===== config.mk =====
export PLATFORM = sky130hd
export DESIGN_NAME = ring_addr_gen
export DESIGN_NICKNAME = d
export VERILOG_FILES = /design/src/rtl/ring_addr_pkg.sv /design/src/rtl/ring_page_tbl.sv /design/src/rtl/ring_ctrl.sv /design/src/rtl/ring_dp.sv /design/src/rtl/ring_addr_gen.sv
export SDC_FILE = /design/constraint.sdc
export NUM_CORES = 2
export LEC_CHECK = 0
export BUFFER_PORTS_ARGS = -buffer_cell sky130_fd_sc_hd__buf_2
export CORE_ASPECT_RATIO = 1.5
export CORE_MARGIN = 3
export CORE_UTILIZATION = 40
export DETAILED_ROUTE_END_ITERATION = 10
export PLACE_DENSITY_LB_ADDON = 0.05
export REMOVE_ABC_BUFFERS = 1
export SETUP_SLACK_MARGIN = 0.15
export SYNTH_ARGS = -nofsm -noshare
export SYNTH_HDL_FRONTEND = slang
export SYNTH_SLANG_ARGS = --single-unit

===== constraint.sdc =====
create_clock -name clk -period 9.5 [get_ports clk]
set_clock_uncertainty 0.1 [all_clocks]
set_input_delay 1.9 -clock clk [delete_from_list [all_inputs] [get_ports clk]]
set_output_delay 1.9 -clock clk [all_outputs]
set_load 0.01 [all_outputs]

===== src/rtl/ring_addr_pkg.sv =====
package ring_addr_pkg;

  localparam int NUM_RINGS = 3;

  typedef enum logic [1:0] {
    RING_REQ = 2'd0,
    RING_CMP = 2'd1,
    RING_MSG = 2'd2
  } ring_sel_e;

  // Strobes from control to datapath, at most one action per field per cycle.
  typedef struct packed {
    logic dataInit;
    logic msgInit;
    logic reqTake;
    logic reqMiss;
    logic reqPublish;
    logic cmpTake;
    logic cmpPublish;
    logic msgTake;
    logic msgMiss;
  } ring_strobe_t;

  // Number of significant bits in a 32-bit value.
  function automatic logic [5:0] bitWidth(input logic [31:0] v);
    logic [5:0] w;
    w = '0;
    for (int i = 0; i < 32; i++) begin
      if (v[i]) w = 6'(i + 1);
    end
    return w;
  endfunction

  function automatic logic [31:0] lenMask(input logic [5:0] w);
    return (w >= 6'd32) ? '1 : ((32'd1 << w) - 32'd1);
  endfunction

endpackage


===== src/rtl/ring_page_tbl.sv =====
module ring_page_tbl #(
  parameter int PFN_W      = 32,
  parameter int PAGE_SHIFT = 12,
  parameter int MAX_PAGES  = 8,
  parameter int DESC_LOG2  = 7,
  localparam int PG_IDX_W  = (MAX_PAGES > 1) ? $clog2(MAX_PAGES) : 1,
  localparam int ADDR_W    = PFN_W + PAGE_SHIFT,
  localparam int EPP_LOG2  = PAGE_SHIFT - DESC_LOG2
) (
  input  logic                clk,
  input  logic                rstN,
  input  logic                wrEn,
  input  logic [PG_IDX_W-1:0] wrPage,
  input  logic [PFN_W-1:0]    wrPfn,
  input  logic [31:0]         maskedIdx,
  output logic [ADDR_W-1:0]   slotAddr
);

  logic [PFN_W-1:0]    pfnQ [MAX_PAGES];
  logic [31:0]         pageIdx;
  logic [EPP_LOG2-1:0] slotIdx;
  logic [PFN_W-1:0]    pageBase;

  always_ff @(posedge clk or negedge rstN) begin
    if (!rstN) begin
      for (int p = 0; p < MAX_PAGES; p++) pfnQ[p] <= '0;
    end else if (wrEn && (int'(wrPage) < MAX_PAGES)) begin
      pfnQ[wrPage] <= wrPfn;
    end
  end

  // Entries per page is a power of two: divide and modulo are bit slices.
  always_comb begin
    pageIdx  = maskedIdx >> EPP_LOG2;
    slotIdx  = maskedIdx[EPP_LOG2-1:0];
    pageBase = (pageIdx < 32'(MAX_PAGES)) ? pfnQ[pageIdx[PG_IDX_W-1:0]] : '0;
    slotAddr = (ADDR_W'(pageBase) << PAGE_SHIFT) + (ADDR_W'(slotIdx) << DESC_LOG2);
  end

endmodule


===== src/rtl/ring_ctrl.sv =====
module ring_ctrl
  import ring_addr_pkg::*;
(
  input  logic         setupData,
  input  logic         setupMsg,
  input  logic         reqPop,
  input  logic         reqFlush,
  input  logic         cmpAlloc,
  input  logic         cmpFlush,
  input  logic         msgPut,
  input  logic [31:0]  hostReqProd,
  input  logic [31:0]  hostMsgCons,
  input  logic         dataValid,
  input  logic         msgValid,
  input  logic [31:0]  reqPtr,
  input  logic [31:0]  msgPub,
  input  logic [31:0]  msgMask,
  output ring_strobe_t st
);

  logic        dataLive;
  logic [32:0] msgUsed;
  logic [32:0] msgCap;
  logic        msgRoom;

  always_comb begin
    dataLive = dataValid && !setupData;
    msgUsed  = {1'b0, msgPub - hostMsgCons};
    msgCap   = {1'b0, msgMask} + 33'd1;
    msgRoom  = msgUsed < msgCap;

    st            = '0;
    st.dataInit   = setupData;
    st.msgInit    = setupMsg && dataValid;
    st.reqTake    = reqPop && dataLive && (hostReqProd != reqPtr);
    st.reqMiss    = reqPop && !st.reqTake;
    st.reqPublish = reqFlush && dataLive;
    st.cmpTake    = cmpAlloc && dataLive;
    st.cmpPublish = cmpFlush && dataLive;
    st.msgTake    = msgPut && msgValid && !setupMsg && msgRoom;
    st.msgMiss    = msgPut && !st.msgTake;
  end

endmodule


===== src/rtl/ring_dp.sv =====
module ring_dp
  import ring_addr_pkg::*;
#(
  parameter int PFN_W         = 32,
  parameter int PAGE_SHIFT    = 12,
  parameter int MAX_PAGES     = 8,
  parameter int REQ_DESC_LOG2 = 7,
  parameter int CMP_DESC_LOG2 = 5,
  parameter int MSG_DESC_LOG2 = 7,
  localparam int PG_IDX_W     = (MAX_PAGES > 1) ? $clog2(MAX_PAGES) : 1,
  localparam int PG_CNT_W     = $clog2(MAX_PAGES + 1),
  localparam int ADDR_W       = PFN_W + PAGE_SHIFT
) (
  input  logic                clk,
  input  logic                rstN,
  input  ring_strobe_t        st,
  input  logic                cfgWe,
  input  logic [1:0]          cfgRing,
  input  logic [PG_IDX_W-1:0] cfgPage,
  input  logic [PFN_W-1:0]    cfgPfn,
  input  logic [PG_CNT_W-1:0] setupReqPages,
  input  logic [PG_CNT_W-1:0] setupCmpPages,
  input  logic [PG_CNT_W-1:0] setupMsgPages,
  output logic                dataValid,
  output logic                msgValid,
  output logic [31:0]         reqPtr,
  output logic [31:0]         msgPub,
  output logic [31:0]         msgMask,
  output logic [ADDR_W-1:0]   reqAddr,
  output logic                reqAddrValid,
  output logic                reqEmpty,
  output logic [ADDR_W-1:0]   cmpAddr,
  output logic                cmpAddrValid,
  output logic [ADDR_W-1:0]   msgAddr,
  output logic                msgAddrValid,
  output logic                msgDropped,
  output logic [31:0]         reqConsIdx,
  output logic [31:0]         cmpProdIdx,
  output logic [31:0]         msgProdIdx,
  output logic [5:0]          reqLog2,
  output logic [5:0]          cmpLog2,
  output logic [5:0]          msgLog2
);

  logic [31:0]       ptrQ     [NUM_RINGS];
  logic [5:0]        log2Q    [NUM_RINGS];
  logic [31:0]       maskW    [NUM_RINGS];
  logic [5:0]        initLog2 [NUM_RINGS];
  logic [PG_CNT_W-1:0] pagesW [NUM_RINGS];
  logic [ADDR_W-1:0] slotAddr [NUM_RINGS];

  logic              dataValidQ, msgValidQ;
  logic [31:0]       reqConsQ, cmpProdQ, msgProdQ;
  logic [ADDR_W-1:0] reqAddrQ, cmpAddrQ, msgAddrQ;
  logic              reqHitQ, reqEmptyQ, cmpHitQ, msgHitQ, msgDropQ;

  assign pagesW[0] = setupReqPages;
  assign pagesW[1] = setupCmpPages;
  assign pagesW[2] = setupMsgPages;

  for (genvar r = 0; r < NUM_RINGS; r++) begin : g_ring
    localparam int DL  = (r == 0) ? REQ_DESC_LOG2 : (r == 1) ? CMP_DESC_LOG2 : MSG_DESC_LOG2;
    localparam int EPL = PAGE_SHIFT - DL;

    assign maskW[r]    = lenMask(log2Q[r]);
    assign initLog2[r] = bitWidth((32'(pagesW[r]) << EPL) - 32'd1);

    ring_page_tbl #(
      .PFN_W      (PFN_W),
      .PAGE_SHIFT (PAGE_SHIFT),
      .MAX_PAGES  (MAX_PAGES),
      .DESC_LOG2  (DL)
    ) u_tbl (
      .clk       (clk),
      .rstN      (rstN),
      .wrEn      (cfgWe && (cfgRing == 2'(r))),
      .wrPage    (cfgPage),
      .wrPfn     (cfgPfn),
      .maskedIdx (ptrQ[r] & maskW[r]),
      .slotAddr  (slotAddr[r])
    );
  end

  // Pointer, geometry and published-index state.
  always_ff @(posedge clk or negedge rstN) begin
    if (!rstN) begin
      for (int r = 0; r < NUM_RINGS; r++) begin
        ptrQ[r]  <= '0;
        log2Q[r] <= '0;
      end
      dataValidQ <= 1'b0;
      msgValidQ  <= 1'b0;
      reqConsQ   <= '0;
      cmpProdQ   <= '0;
      msgProdQ   <= '0;
    end else begin
      if (st.dataInit) begin
        ptrQ[0]    <= '0;
        ptrQ[1]    <= '0;
        log2Q[0]   <= initLog2[0];
        log2Q[1]   <= initLog2[1];
        reqConsQ   <= '0;
        cmpProdQ   <= '0;
        dataValidQ <= 1'b1;
      end else begin
        if (st.reqTake)    ptrQ[0]  <= ptrQ[0] + 32'd1;
        if (st.reqPublish) reqConsQ <= st.reqTake ? ptrQ[0] + 32'd1 : ptrQ[0];
        if (st.cmpTake)    ptrQ[1]  <= ptrQ[1] + 32'd1;
        if (st.cmpPublish) cmpProdQ <= st.cmpTake ? ptrQ[1] + 32'd1 : ptrQ[1];
      end
      if (st.msgInit) begin
        ptrQ[2]   <= '0;
        log2Q[2]  <= initLog2[2];
        msgProdQ  <= '0;
        msgValidQ <= 1'b1;
      end else if (st.msgTake) begin
        ptrQ[2]  <= ptrQ[2] + 32'd1;
        msgProdQ <= ptrQ[2] + 32'd1;
      end
    end
  end

  // One-cycle result strobes with held addresses.
  always_ff @(posedge clk or negedge rstN) begin
    if (!rstN) begin
      reqAddrQ  <= '0;
      cmpAddrQ  <= '0;
      msgAddrQ  <= '0;
      reqHitQ   <= 1'b0;
      reqEmptyQ <= 1'b0;
      cmpHitQ   <= 1'b0;
      msgHitQ   <= 1'b0;
      msgDropQ  <= 1'b0;
    end else begin
      if (st.reqTake) reqAddrQ <= slotAddr[0];
      if (st.cmpTake) cmpAddrQ <= slotAddr[1];
      if (st.msgTake) msgAddrQ <= slotAddr[2];
      reqHitQ   <= st.reqTake;
      reqEmptyQ <= st.reqMiss;
      cmpHitQ   <= st.cmpTake;
      msgHitQ   <= st.msgTake;
      msgDropQ  <= st.msgMiss;
    end
  end

  assign dataValid    = dataValidQ;
  assign msgValid     = msgValidQ;
  assign reqPtr       = ptrQ[0];
  assign msgPub       = msgProdQ;
  assign msgMask      = maskW[2];
  assign reqAddr      = reqAddrQ;
  assign reqAddrValid = reqHitQ;
  assign reqEmpty     = reqEmptyQ;
  assign cmpAddr      = cmpAddrQ;
  assign cmpAddrValid = cmpHitQ;
  assign msgAddr      = msgAddrQ;
  assign msgAddrValid = msgHitQ;
  assign msgDropped   = msgDropQ;
  assign reqConsIdx   = reqConsQ;
  assign cmpProdIdx   = cmpProdQ;
  assign msgProdIdx   = msgProdQ;
  assign reqLog2      = log2Q[0];
  assign cmpLog2      = log2Q[1];
  assign msgLog2      = log2Q[2];

  // the request pointer only steps by one or restarts at zero.
  a_r4_ptr_step: assert property (@(posedge clk) disable iff (!rstN)
    (ptrQ[0] != $past(ptrQ[0])) |-> ((ptrQ[0] == $past(ptrQ[0]) + 32'd1) || (ptrQ[0] == '0)));

  // a pop yields either an address or empty, never both.
  a_r4_hit_or_empty: assert property (@(posedge clk) disable iff (!rstN)
    !(reqHitQ && reqEmptyQ));

  // the published consumer index moves only on a flush or setup.
  a_r5_cons_publish: assert property (@(posedge clk) disable iff (!rstN)
    (reqConsQ != $past(reqConsQ)) |-> ($past(st.reqPublish) || $past(st.dataInit)));

  // the published completion index moves only on a flush or setup.
  a_r6_prod_publish: assert property (@(posedge clk) disable iff (!rstN)
    (cmpProdQ != $past(cmpProdQ)) |-> ($past(st.cmpPublish) || $past(st.dataInit)));

  // the message producer index advances one message at a time.
  a_r7_msg_step: assert property (@(posedge clk) disable iff (!rstN)
    (msgProdQ != $past(msgProdQ)) |-> ((msgProdQ == $past(msgProdQ) + 32'd1) || $past(st.msgInit)));

  // no message address without a set-up message ring.
  a_r8_msg_needs_setup: assert property (@(posedge clk) disable iff (!rstN)
    msgHitQ |-> msgValidQ);

endmodule


===== src/rtl/ring_addr_gen.sv =====
module ring_addr_gen
  import ring_addr_pkg::*;
#(
  parameter int PFN_W         = 32,
  parameter int PAGE_SHIFT    = 12,
  parameter int MAX_PAGES     = 8,
  parameter int REQ_DESC_LOG2 = 7,
  parameter int CMP_DESC_LOG2 = 5,
  parameter int MSG_DESC_LOG2 = 7,
  localparam int PG_IDX_W     = (MAX_PAGES > 1) ? $clog2(MAX_PAGES) : 1,
  localparam int PG_CNT_W     = $clog2(MAX_PAGES + 1),
  localparam int ADDR_W       = PFN_W + PAGE_SHIFT
) (
  input  logic                clk,
  input  logic                rstN,
  input  logic                cfgWe,
  input  logic [1:0]          cfgRing,
  input  logic [PG_IDX_W-1:0] cfgPage,
  input  logic [PFN_W-1:0]    cfgPfn,
  input  logic                setupData,
  input  logic [PG_CNT_W-1:0] setupReqPages,
  input  logic [PG_CNT_W-1:0] setupCmpPages,
  input  logic                setupMsg,
  input  logic [PG_CNT_W-1:0] setupMsgPages,
  input  logic                reqPop,
  input  logic                reqFlush,
  input  logic [31:0]         hostReqProd,
  input  logic                cmpAlloc,
  input  logic                cmpFlush,
  input  logic                msgPut,
  input  logic [31:0]         hostMsgCons,
  output logic [ADDR_W-1:0]   reqAddr,
  output logic                reqAddrValid,
  output logic                reqEmpty,
  output logic [ADDR_W-1:0]   cmpAddr,
  output logic                cmpAddrValid,
  output logic [ADDR_W-1:0]   msgAddr,
  output logic                msgAddrValid,
  output logic                msgDropped,
  output logic [31:0]         reqConsIdx,
  output logic [31:0]         cmpProdIdx,
  output logic [31:0]         msgProdIdx,
  output logic [5:0]          reqLog2,
  output logic [5:0]          cmpLog2,
  output logic [5:0]          msgLog2
);

  ring_strobe_t st;
  logic         dataValid, msgValid;
  logic [31:0]  reqPtr, msgPub, msgMask;

  ring_ctrl u_ctrl (
    .setupData   (setupData),
    .setupMsg    (setupMsg),
    .reqPop      (reqPop),
    .reqFlush    (reqFlush),
    .cmpAlloc    (cmpAlloc),
    .cmpFlush    (cmpFlush),
    .msgPut      (msgPut),
    .hostReqProd (hostReqProd),
    .hostMsgCons (hostMsgCons),
    .dataValid   (dataValid),
    .msgValid    (msgValid),
    .reqPtr      (reqPtr),
    .msgPub      (msgPub),
    .msgMask     (msgMask),
    .st          (st)
  );

  ring_dp #(
    .PFN_W         (PFN_W),
    .PAGE_SHIFT    (PAGE_SHIFT),
    .MAX_PAGES     (MAX_PAGES),
    .REQ_DESC_LOG2 (REQ_DESC_LOG2),
    .CMP_DESC_LOG2 (CMP_DESC_LOG2),
    .MSG_DESC_LOG2 (MSG_DESC_LOG2)
  ) u_dp (
    .clk           (clk),
    .rstN          (rstN),
    .st            (st),
    .cfgWe         (cfgWe),
    .cfgRing       (cfgRing),
    .cfgPage       (cfgPage),
    .cfgPfn        (cfgPfn),
    .setupReqPages (setupReqPages),
    .setupCmpPages (setupCmpPages),
    .setupMsgPages (setupMsgPages),
    .dataValid     (dataValid),
    .msgValid      (msgValid),
    .reqPtr        (reqPtr),
    .msgPub        (msgPub),
    .msgMask       (msgMask),
    .reqAddr       (reqAddr),
    .reqAddrValid  (reqAddrValid),
    .reqEmpty      (reqEmpty),
    .cmpAddr       (cmpAddr),
    .cmpAddrValid  (cmpAddrValid),
    .msgAddr       (msgAddr),
    .msgAddrValid  (msgAddrValid),
    .msgDropped    (msgDropped),
    .reqConsIdx    (reqConsIdx),
    .cmpProdIdx    (cmpProdIdx),
    .msgProdIdx    (msgProdIdx),
    .reqLog2       (reqLog2),
    .cmpLog2       (cmpLog2),
    .msgLog2       (msgLog2)
  );

endmodule


==> out/metrics.yaml <==
run_status:
  outcome: "completed"
drt:
  dr_wl_met2_um: 70800
  first_pass_iters: 7
  viasPerCell: 5.42
  routedWlPerCell_um: 23.7
  drcViolationCount: 0
  ant_nets: 0
  wl_met1_um: 60500
  drt_wl_total_um: 140000
  first_iter_violations: 1741
  dr_total_vias: 32100
  top_layer: "met5"
  met3WireLength_um: 5310
timing:
  fmax_mhz: 150
  rsz0062_at_grt: "no"
  min_period_ns: 6.66
  worst_pin_slew_ns: 1.17
  min_period_over_period_pct: 70.1
  setup_tns_ns: 0
  relSlewSlack_pct: 21.7
  finalHoldViolCount: 0
  hold_ws_ns: 0.367
  finalMaxSlewViolations: 0
  setup_viol: 0
setup_path:
  crit_path_cell_trace: "inv_1 > nand2_1 > nor2_1 > nand2_1 > ha_1 > nor2b_1 > a21oi_1 > o211ai_1 > nand2b_1 > nand2b_1 > o31ai_1 > nand2_1 > ha_1 > nand4_1 > or2_2 > a211o_1 > o211ai_1 > a21oi_1 > o21ai_4 > buf_4 > inv_1 > nand2_1 > mux2i_1"
  cpMostUsedCell: "nand2_1"
  critPathTopFamily: "simple AND/OR/NAND/NOR gates"
  critical_path_class: "reg -> reg"
  path_max_fanout: 67
  cp.arrival_ns: 7.18
  required_ns: 10.02
  path_buf_inv: 3
  cpMaxStageDelayCell: "buf_4"
  max_stage_delay_ns: 0.66
  endpoint_kind: "register"
  cp-start-kind: "register"
place:
  io_buffers: 351
  place_area_um2: 54200
  dpl.hpwl_um: 85800
  gp_congestion: 0.815
floorplan:
  core-area_um2: 127000
  rows: 160
  ioPinCount: 374
  start_util_pct: 40.3
  die_h_um: 444
  dieArea_um2: 132000
  dieWidth_um: 298
logic_synthesis:
  synth-edff-count: 0
  yosysMostFrequentCell: "dfrtp_1"
  synth_area_per_cell_um2: 13.1
  netlist_area_um2: 51100
  synth_common_cells: "dfrtp_1 (1063), mux2_2 (806), nand2_1 (235)"
  synth_seq_cells: 1063
  synthFlopType: "dfrtp_1"
  synthCells: 3905
  synth_warnings: 0
  synth_seq_area_share_pct: 52.0
  synthTopCellsByArea: "dfrtp_1 (52%), mux2_2 (18%), mux4_2 (8.5%), ha_1 (1.7%), nand2_1 (1.7%)"
  synth_cell_types: 77
  synth_largest_area_cell: "dfrtp_1"
  synth_top_area_share_pct: 52.0
  ys_async_sr_fraction_pct: 100
global_routing:
  grt_usage_pct: 21.2
  antenna_found_initial: 14
  grt_pass1_wl_um: 215000
  grt_max_degree: 158
  overflow: 0
  grt_pass1_vias: 33700
clock_tree:
  clk_latency_ns: 0.72
  cts_buffers: 109
  clk_pin_slew_ns: 0.06
  htreeDepth: 3
  cts-resized-gates: 0
  cts_setup_buffers: 0
  tritoncts: "done"
  clock_sinks: 1063
  clock_path_buffers: 3
  cts_hold_buf: 0
  clock-root-buffer: "clkbuf_16"
power_and_ir_drop:
  p_per_area_nw_per_um2: 205
  ir_drop_mv: 0.140
  p_total_mw: 11.9
  p_leak_nw: 26.6
final_layout:
  fin_area_um2: 58000
  final_nets: 4305
  fill_cells: 11800
  fin_util_pct: 45.7
  regArea_um2: 26600
  multi_input_area_um2: 23000
  syn2layout_area_growth_pct: 13.4
  drive_gt1_share_pct: 39.4
run:
  maxCapViolCount: 0
hold_path:
  hold_path_class: "reg -> reg"
-- logic make-up (layout without fill, tap and decap cells) --
| family | Yosys count | in the layout | share of synthesized area, % |
|---|---|---|---|
| AO/OA/AOI/OAI | 438 | 438 | 5.94 |
| XOR/XNOR | 126 | 126 | 2.16 |
| adder cells (fa/ha/maj) | 72 | 72 | 1.78 |
| buffers and inverters | 419 | 691 | 3.69 |
| flip-flops | 1063 | 1063 | 52.0 |
| multiplexers | 1077 | 1077 | 27.8 |
| other | 2 | 36 | 0.0147 |
| AND/OR/NAND/NOR | 708 | 708 | 6.64 |
-- where the power goes --
part	switching [mW]	internal [mW]
clock	1.89	2.54
combinational	0.795	0.997
sequential	0.385	5.28
total	3.07	8.82
-- layout by cell type, fill, tap and decap left out, drive strengths merged, types with 48 or more instances in the layout --
master  instances
mux4          192
a21oi          61
nor2          195
inv            74
ha             71
o31ai          56
nand3          58
xnor2          81
o21ai         112
dfrtp        1063
mux2i          79
mux2          806
a211oi         48
clkbuf        165
nand2         235
buf           413
-- metrics by stage --
stage | setup WS, ns | cells
final | 2.84 | 5912
after global routing | 2.07 | 5908
after CTS | 2.82 | 5905
after detailed placement | 2.18 | 5700
after global placement | 2.32 | 5700
after floorplan | -0.363 | 3586
-- area by class of cell --
cell class                 count  share of cell area, %
antenna                        7                 0.0302
inverter                      73                  0.473
clock inverter                40                  0.801
sequential                  1063                   45.9
clock buffer                 165                   5.57
timing repair buffer         413                   3.92
multi-input combinational   2450                   39.6
tap                         1701                   3.67
-- sequential cells by signal, summed over array words and instances, names as in the netlist --
register,cells
u_dp.g_ring.u_tbl.pfnQ,768
u_dp.ptrQ,64
u_dp.cmpAddr,39
u_dp.msgAddr,37
u_dp.reqAddr,37
u_dp.cmpProdIdx,32
u_dp.reqConsIdx,32
u_dp.reqPtr,32
u_dp.cmpLog2,5
u_dp.msgLog2,5
u_dp.reqLog2,5
u_dp.cmpAddrValid,1
u_dp.dataValid,1
u_dp.msgAddrValid,1
u_dp.msgDropped,1
u_dp.msgValid,1
u_dp.reqAddrValid,1
u_dp.reqEmpty,1
-- path summary, 6_finish.rpt --
kind | startpoint | endpoint | slack [ns] | cells after the start
setup / recovery | u_dp.msgLog2[1] | u_dp.ptrQ[2] | 2.84 | 23
hold / removal | u_dp.cmpAddr[10] | u_dp.cmpAddr[10] | 0.37 | 2
setup reg to reg | u_dp.msgLog2[1] | u_dp.ptrQ[2] | 2.84 | 23
hold reg to reg | u_dp.cmpAddr[10] | u_dp.cmpAddr[10] | 0.37 | 2
max in group asynchronous | rstN | u_dp.reqAddr[18] | 6.26 | 3
min in group asynchronous | rstN | u_dp.g_ring[2].u_tbl.pfnQ[213] | 1.11 | 1
-- routing by layer --
metal	vias up	GRT usage (%)
li1	14600	-
met1	16700	27.8
met2	618	37.1
met3	171	2.80
met4	6	6.08
met5	-	0
-- tightest hold or removal path, delay by kind of cell, from the launching register on --
family	cells	cell delay (ns)
and+or+nand+nor	2	0.10
DFF	1	0.34
No activity file was read; power rests on OpenSTA's default activity.
